`src/rtl/edge_hit_encoder.sv`:
```
module edge_hit_encoder #(
  parameter int SAMPLES  = 16,
  parameter int COARSE_W = 19,
  parameter int DEPTH    = 32
) (
  input  logic                                        clk,
  input  logic                                        rst_n,
  input  logic [1:0]                                  edge_sel,
  input  logic [SAMPLES-1:0]                          sample_word,
  input  logic                                        pop,
  output logic [1+COARSE_W+$clog2(SAMPLES)-1:0]       rd_data,
  output logic                                        empty,
  output logic                                        hit_lost
);
  localparam int FW = $clog2(SAMPLES);
  localparam int RW = 1 + COARSE_W + FW;
  localparam int AW = $clog2(DEPTH);

  logic [COARSE_W-1:0] coarse;
  logic                prev_msb;
  logic [SAMPLES:0]    ext;
  logic                rise_hit, fall_hit;
  logic [FW-1:0]       rise_pos, fall_pos;

  assign ext = {sample_word, prev_msb};

  always_comb begin
    rise_hit = 1'b0;
    fall_hit = 1'b0;
    rise_pos = '0;
    fall_pos = '0;
    for (int i = SAMPLES - 1; i >= 0; i--) begin
      if (ext[i+1] && !ext[i]) begin
        rise_hit = 1'b1;
        rise_pos = FW'(i);
      end
      if (!ext[i+1] && ext[i]) begin
        fall_hit = 1'b1;
        fall_pos = FW'(i);
      end
    end
  end

  logic          lead_en, trail_en, two_new, any_new, rise_first;
  logic [RW-1:0] rec_r, rec_f, first_rec, second_rec;

  assign lead_en    = edge_sel[0] & rise_hit;
  assign trail_en   = edge_sel[1] & fall_hit;
  assign two_new    = lead_en & trail_en;
  assign any_new    = lead_en | trail_en;
  assign rise_first = rise_pos < fall_pos;
  assign rec_r      = {1'b1, coarse, rise_pos};
  assign rec_f      = {1'b0, coarse, fall_pos};
  assign first_rec  = two_new ? (rise_first ? rec_r : rec_f) : (lead_en ? rec_r : rec_f);
  assign second_rec = rise_first ? rec_f : rec_r;

  logic          hold_v;
  logic [RW-1:0] hold_d;
  logic          wr_req, wr_en, rd_en, full, collide;
  logic [RW-1:0] wr_data;
  logic [AW-1:0] wr_ptr, rd_ptr;
  logic [AW:0]   cnt;
  logic [RW-1:0] mem [DEPTH];

  assign wr_req  = hold_v | any_new;
  assign wr_data = hold_v ? hold_d : first_rec;
  assign collide = hold_v & two_new;
  assign full    = (cnt == (AW+1)'(DEPTH));
  assign empty   = (cnt == '0);
  assign wr_en   = wr_req & ~full;
  assign rd_en   = pop & ~empty;
  assign rd_data = mem[rd_ptr];

  always_ff @(posedge clk) begin
    if (!rst_n) begin
      coarse   <= '0;
      prev_msb <= 1'b0;
      hold_v   <= 1'b0;
      hold_d   <= '0;
      wr_ptr   <= '0;
      rd_ptr   <= '0;
      cnt      <= '0;
      hit_lost <= 1'b0;
    end else begin
      coarse   <= coarse + 1'b1;
      prev_msb <= sample_word[SAMPLES-1];
      if (hold_v) begin
        hold_v <= any_new;
        hold_d <= first_rec;
      end else begin
        hold_v <= two_new;
        hold_d <= second_rec;
      end
      if (wr_en) wr_ptr <= wr_ptr + 1'b1;
      if (rd_en) rd_ptr <= rd_ptr + 1'b1;
      cnt <= cnt + (AW+1)'(wr_en) - (AW+1)'(rd_en);
      if ((wr_req && full) || collide) hit_lost <= 1'b1;
    end
  end

  always_ff @(posedge clk) begin
    if (wr_en) mem[wr_ptr] <= wr_data;
  end

  a_r10_count_bound: assert property (@(posedge clk) disable iff (!rst_n)
    cnt <= (AW+1)'(DEPTH));

  a_r10_empty_pop: assert property (@(posedge clk) disable iff (!rst_n)
    (empty && pop && !wr_req) |=> empty);

  a_r11_sticky_lost: assert property (@(posedge clk) disable iff (!rst_n)
    hit_lost |=> hit_lost);

  a_r11_full_drop: assert property (@(posedge clk) disable iff (!rst_n)
    (full && wr_req && !pop) |=> (hit_lost && full));

  a_r5_quiet_no_write: assert property (@(posedge clk) disable iff (!rst_n)
    (!hold_v && !lead_en && !trail_en && !pop) |=> (cnt == $past(cnt)));
endmodule

```
`config.mk`:
```
export PLATFORM = sky130hd
export DESIGN_NAME = edge_hit_encoder
export DESIGN_NICKNAME = d
export VERILOG_FILES = /design/src/rtl/edge_hit_encoder.sv
export SDC_FILE = /design/constraint.sdc
export NUM_CORES = 1
export LEC_CHECK = 0
export ABC_AREA = 1
export BUFFER_PORTS_ARGS = -buffer_cell sky130_fd_sc_hd__buf_2
export CORE_MARGIN = 2
export CORE_UTILIZATION = 30
export DETAILED_ROUTE_END_ITERATION = 10
export PLACE_DENSITY_LB_ADDON = 0.25
export SYNTH_ARGS = -nofsm -noshare
export SYNTH_HDL_FRONTEND = slang
export SYNTH_SLANG_ARGS = --single-unit
```
`constraint.sdc`:
```
create_clock -name clk -period 4.35 [get_ports clk]
set_input_delay 0.6525 -clock clk [delete_from_list [all_inputs] [get_ports clk]]
set_output_delay 0.6525 -clock clk [all_outputs]
set_load 0.05 [all_outputs]
```
==> report_table.html <==
<table>
<tr><th>Metric</th><th>Value</th></tr>
<tr><th colspan="2">Final layout</th></tr>
<tr><td>Core Util, Final</td><td>35.5%</td></tr>
<tr><td>Number of nets at the end of the flow</td><td>2,797</td></tr>
<tr><td>Growth of design area from synthesis to finish</td><td>17.3%</td></tr>
<tr><td>Antenna diode instance count</td><td>0</td></tr>
<tr><td>Ratio of cells with drive above 1 in the final layout</td><td>13.2%</td></tr>
<tr><th colspan="2">Clock network</th></tr>
<tr><td>Reg clk slew, reported paths</td><td>60 ps</td></tr>
<tr><td>TritonCTS clock tree</td><td>done</td></tr>
<tr><td>Clock network latency to the later pin of the worst-skew pair</td><td>650 ps</td></tr>
<tr><td>CTS buffer count</td><td>89</td></tr>
<tr><td>Cts-stage hold buffer count</td><td>0</td></tr>
<tr><td>Clock Tree Buf Depth</td><td>3</td></tr>
<tr><td>Count of H-tree levels built during CTS</td><td>3</td></tr>
<tr><td>Setup bufs post-CTS</td><td>0</td></tr>
<tr><td>Count of cells resized by post-cts repair</td><td>0</td></tr>
<tr><td>Clock sink count</td><td>835</td></tr>
<tr><td>Clock tree root buffer cell</td><td>sky130_fd_sc_hd__clkbuf_16</td></tr>
<tr><th colspan="2">Timing</th></tr>
<tr><td>Period Utilization, post-route</td><td>95.3%</td></tr>
<tr><td>Slew Viols, Final</td><td>0</td></tr>
<tr><td>Final worst path period need</td><td>4140 ps</td></tr>
<tr><td>Pin slew with the least headroom to its limit</td><td>1240 ps</td></tr>
<tr><td>Final setup vio count</td><td>0</td></tr>
<tr><td>Unrepaired setup endpoints after global routing</td><td>false</td></tr>
<tr><td>Tightest slew margin relative to the limit</td><td>16.9%</td></tr>
<tr><td>Post-route setup TNS</td><td>0 ps</td></tr>
<tr><td>Clock skew</td><td>23.9 ps</td></tr>
<tr><td>Max Freq</td><td>241 MHz</td></tr>
<tr><td>Final hold viol count</td><td>0</td></tr>
<tr><th colspan="2">Setup path</th></tr>
<tr><td>WP data arrival</td><td>3490 ps</td></tr>
<tr><td>Worst stage delay on the critical path</td><td>480 ps</td></tr>
<tr><td>Required time of the worst setup path</td><td>3700 ps</td></tr>
<tr><td>Sort of element at the end of the critical path</td><td>output port</td></tr>
<tr><td>Slowest-stage cell, CP</td><td>sky130_fd_sc_hd__dfxtp_4</td></tr>
<tr><td>Cell family with the largest share of critical-path delay</td><td>buffers and inverters</td></tr>
<tr><td>Buf/Inv on CP</td><td>3</td></tr>
<tr><td>Launching element type of the critical path</td><td>flip-flop</td></tr>
<tr><td>List of cells traversed by the critical path</td><td>buf_4 -&gt; buf_4 -&gt; o21ai_0 -&gt; o22ai_1 -&gt; nor2_1 -&gt; nor2_1 -&gt; o21ai_0 -&gt; a32oi_1 -&gt; buf_2</td></tr>
<tr><td>Largest driver fanout on the critical path</td><td>33</td></tr>
<tr><td>Startpoint-to-endpoint class of the critical path</td><td>reg -&gt; out</td></tr>
<tr><th colspan="2">Synthesis</th></tr>
<tr><td>Total standard cell area after synthesis</td><td>33,600 µm²</td></tr>
<tr><td>Post-synthesis sequential area ratio</td><td>72.7%</td></tr>
<tr><td>Number of nets produced by synthesis</td><td>2,735</td></tr>
<tr><td>Main synth FF type</td><td>sky130_fd_sc_hd__edfxtp_1</td></tr>
<tr><td>Synthesis warning total</td><td>0</td></tr>
<tr><td>Count of unique library cells instantiated by Yosys</td><td>41</td></tr>
<tr><td>Cells after Synth</td><td>2,693</td></tr>
<tr><td>Ys async rst share</td><td>0%</td></tr>
<tr><td>Synthesized area per cell</td><td>12.5 µm²</td></tr>
<tr><td>Number of enable flip-flop cells after synthesis</td><td>768</td></tr>
<tr><td>Synthesized flop and latch total</td><td>835</td></tr>
<tr><th colspan="2">Die</th></tr>
<tr><td>Ports placed on the boundary</td><td>47</td></tr>
<tr><td>Total die area</td><td>115,000 µm²</td></tr>
<tr><td>Standard cell core area</td><td>111,000 µm²</td></tr>
<tr><td>Die height</td><td>338 µm</td></tr>
<tr><td>Starting Density</td><td>30.3%</td></tr>
<tr><td>Core Rows</td><td>122</td></tr>
<tr><td>X dimension of the die</td><td>338 µm</td></tr>
<tr><th colspan="2">Routing</th></tr>
<tr><td>Detailed Route Iter0 Violations</td><td>2,034</td></tr>
<tr><td>Antenna viol nets, final</td><td>0</td></tr>
<tr><td>Via count</td><td>21,900</td></tr>
<tr><td>DRC viols</td><td>0</td></tr>
<tr><td>Detailed Routing Iterations Pass 1</td><td>5</td></tr>
<tr><td>Total wirelength of the detailed-routed design</td><td>97,200 µm</td></tr>
<tr><td>Average via count per standard cell</td><td>5.09</td></tr>
<tr><td>Average wire length per cell after detail routing</td><td>22.5 µm</td></tr>
<tr><th colspan="2">Hold path</th></tr>
<tr><td>Hold/Removal Path Class</td><td>in -&gt; reg</td></tr>
<tr><th colspan="2">Global route</th></tr>
<tr><td>Vias in the first global route</td><td>21,100</td></tr>
<tr><td>Largest net degree at the start of global routing</td><td>92</td></tr>
<tr><td>GRT overflow</td><td>0</td></tr>
<tr><td>GRT Total Usage</td><td>16.6%</td></tr>
<tr><td>Wire length of the first global-routing pass</td><td>144,000 µm</td></tr>
<tr><td>Number of antenna violations at the first check in global routing</td><td>0</td></tr>
<tr><th colspan="2">Power</th></tr>
<tr><td>Portion of total power attributed to the clock network</td><td>35.1%</td></tr>
<tr><td>Net Switching</td><td>6.44 mW</td></tr>
<tr><td>Cell internal pwr</td><td>14.6 mW</td></tr>
<tr><td>Part of the power in combinational logic</td><td>21.4%</td></tr>
<tr><td>VDD IR max</td><td>0.000363 V</td></tr>
<tr><td>Power density normalized to cell area</td><td>534 nW/µm²</td></tr>
<tr><td>Leakage dissipation</td><td>13.5 nW</td></tr>
<tr><td>Part of the power in registers</td><td>43.6%</td></tr>
<tr><td>Switching Fraction</td><td>30.6%</td></tr>
<tr><th colspan="2">Place</th></tr>
<tr><td>Count of buffers inserted at the top-level ports</td><td>46</td></tr>
<tr><td>DP HPWL</td><td>58,200 µm</td></tr>
<tr><td>Last weighted congestion value of the routability-driven placer</td><td>0.792</td></tr>
<tr><th colspan="2">Run</th></tr>
<tr><td>MaxCap Viol Count</td><td>0</td></tr>
<tr><th colspan="2">Status</th></tr>
<tr><td>Result of the run</td><td>finished clean</td></tr>
</table>
-- power by group through the flow --
stage          Sequential, mW  Clock, mW  Combinational (mW)
2_1_floorplan            9.29          0                2.72
3_5_place_dp             9.33          0                4.51
5_1_grt                  9.19       7.80                4.88
6_report                 9.16       7.38                4.49
3_3_place_gp             9.33          0                4.51
4_1_cts                  9.17       7.52                4.52
-- state kept, by name, indices dropped and copies added, names as in the netlist, named ones only --
register / cells
cnt: 6
coarse: 19
hit_lost: 1
hold_d: 24
hold_v: 1
mem: 768
prev_msb: 1
rd_ptr: 5
wr_ptr: 5
-- layout make-up --
| cell class | count | area [µm²] |
|---|---|---|
| fillers | 10800 | 71500 |
| flip-flops and latches | 835 | 24400 |
| multi-input cells | 1545 | 8350 |
| clock buffers | 113 | 2410 |
| well taps | 1488 | 1860 |
| repair buffers | 149 | 1390 |
| inverters | 135 | 526 |
| clock inverters | 49 | 402 |
-- placed cells by master (no fill, tap or decap), drive strengths merged --
| cell | count |
|---|---|
| clkbuf | 113 |
| buf | 149 |
| nor2 | 507 |
| o21a | 2 |
| nor3 | 11 |
| edfxtp | 768 |
| o21bai | 1 |
| dfxtp | 67 |
| xnor2 | 1 |
| o221ai | 145 |
| nor3b | 2 |
| a31oi | 25 |
| a21boi | 1 |
| nand4 | 2 |
| inv | 136 |
| a32oi | 19 |
| a22oi | 3 |
| nor4 | 1 |
| fa | 1 |
| and3 | 6 |
| and2 | 1 |
| o21ai | 461 |
| o22ai | 48 |
| ha | 20 |
| nand2 | 167 |
| nand3 | 85 |
| clkinvlp | 3 |
| bufinv | 6 |
| clkinv | 39 |
| a21oi | 36 |
-- Yosys cell counts (2+ instances only) --
cell type | number | area, µm²
sky130_fd_sc_hd__edfxtp_1 | 768 | 23100
sky130_fd_sc_hd__nand3_2 | 6 | 60.1
sky130_fd_sc_hd__buf_2 | 27 | 135
sky130_fd_sc_hd__a22oi_1 | 3 | 22.5
sky130_fd_sc_hd__buf_1 | 8 | 30.0
sky130_fd_sc_hd__nor2_1 | 501 | 1880
sky130_fd_sc_hd__o221ai_1 | 145 | 1270
sky130_fd_sc_hd__nor3_1 | 5 | 25.0
sky130_fd_sc_hd__nor2_2 | 6 | 37.5
sky130_fd_sc_hd__ha_1 | 20 | 250
sky130_fd_sc_hd__a31oi_1 | 25 | 156
sky130_fd_sc_hd__a32oi_1 | 19 | 166
sky130_fd_sc_hd__a21oi_1 | 35 | 175
sky130_fd_sc_hd__and3_1 | 6 | 37.5
sky130_fd_sc_hd__nor3_4 | 2 | 32.5
sky130_fd_sc_hd__nand3_1 | 79 | 395
sky130_fd_sc_hd__nand2_1 | 158 | 593
sky130_fd_sc_hd__o21a_1 | 2 | 15.0
sky130_fd_sc_hd__nand4_1 | 2 | 12.5
sky130_fd_sc_hd__clkbuf_1 | 141 | 529
sky130_fd_sc_hd__nor3b_2 | 2 | 25.0
sky130_fd_sc_hd__nand2_2 | 9 | 56.3
sky130_fd_sc_hd__o22ai_1 | 48 | 300
sky130_fd_sc_hd__inv_1 | 126 | 473
sky130_fd_sc_hd__clkinv_1 | 2 | 7.51
sky130_fd_sc_hd__dfxtp_1 | 67 | 1340
sky130_fd_sc_hd__nor3_2 | 4 | 40.0
sky130_fd_sc_hd__o21ai_1 | 6 | 30.0
sky130_fd_sc_hd__inv_2 | 6 | 22.5
sky130_fd_sc_hd__o21ai_0 | 454 | 2270
-- path summary, 6_finish.rpt --
check	from	endpoint	slack, ps	cells after the start
hold reg to reg	coarse[5]	hold_d[9]	420	2
setup / recovery	flip-flop	rd_data[15]	210	9
setup reg to reg	prev_msb	mem[29][2]	1290	19
hold / removal	sample_word[15]	prev_msb	250	3
-- routing by layer --
layer / GRT usage [%] / vias to the layer above / wire length, µm
met2: 25.7 / 616 / 44000
met4: 3.81 / 0 / 1850
met5: 0 / - / 0
met3: 2.15 / 114 / 5380
met1: 24.7 / 11100 / 46000
li1: - / 10100 / -
-- stage by stage --
| step | cells | instance area (µm²) | worst slack (ps) | hold slack, ps | power [mW] |
|---|---|---|---|---|---|
| 2_1_floorplan | 2693 | 33600 | 656 | 407 | 12.0 |
| 3_3_place_gp | 4152 | 36500 | 925 | 411 | 13.8 |
| 3_5_place_dp | 4152 | 36500 | 918 | 418 | 13.8 |
| 4_1_cts | 4314 | 39400 | 242 | 207 | 21.2 |
| 5_1_grt | 4314 | 39400 | 79.4 | 238 | 21.9 |
| 6_report | 4314 | 39400 | 206 | 248 | 21.0 |
-- worst reg2reg max path: stages (launching register included) --
cell and delay, ps:
sky130_fd_sc_hd__dfxtp_1 370, sky130_fd_sc_hd__inv_1 60, sky130_fd_sc_hd__nand2_1 60, sky130_fd_sc_hd__nand2_1 60, sky130_fd_sc_hd__inv_1 50, sky130_fd_sc_hd__nand2_1 70, sky130_fd_sc_hd__nor2_2 180, sky130_fd_sc_hd__inv_1 60
sky130_fd_sc_hd__nor2_1 210, sky130_fd_sc_hd__inv_1 80, sky130_fd_sc_hd__ha_1 300, sky130_fd_sc_hd__inv_1 40, sky130_fd_sc_hd__a21oi_1 340, sky130_fd_sc_hd__nand2_2 170, sky130_fd_sc_hd__nand2_1 100, sky130_fd_sc_hd__nand3_1 90
sky130_fd_sc_hd__nand2_1 80, sky130_fd_sc_hd__nand2_1 60, sky130_fd_sc_hd__nand2_1 70, sky130_fd_sc_hd__buf_4 320
-- cells by family (layout without fill, tap and decap cells) --
logic type                 Yosys count  count (layout)  share of synthesized area, %
and+or+nand+nor                    782             782                          9.56
adders and majority gates           21              21                         0.805
xor gates and xnor gates             1               1                        0.0261
DFF                                835             835                          72.7
buffers and inverters              313             446                          3.64
AOI/OAI and AO/OA                  741             741                          13.3
(Power assumes the default switching activity.)
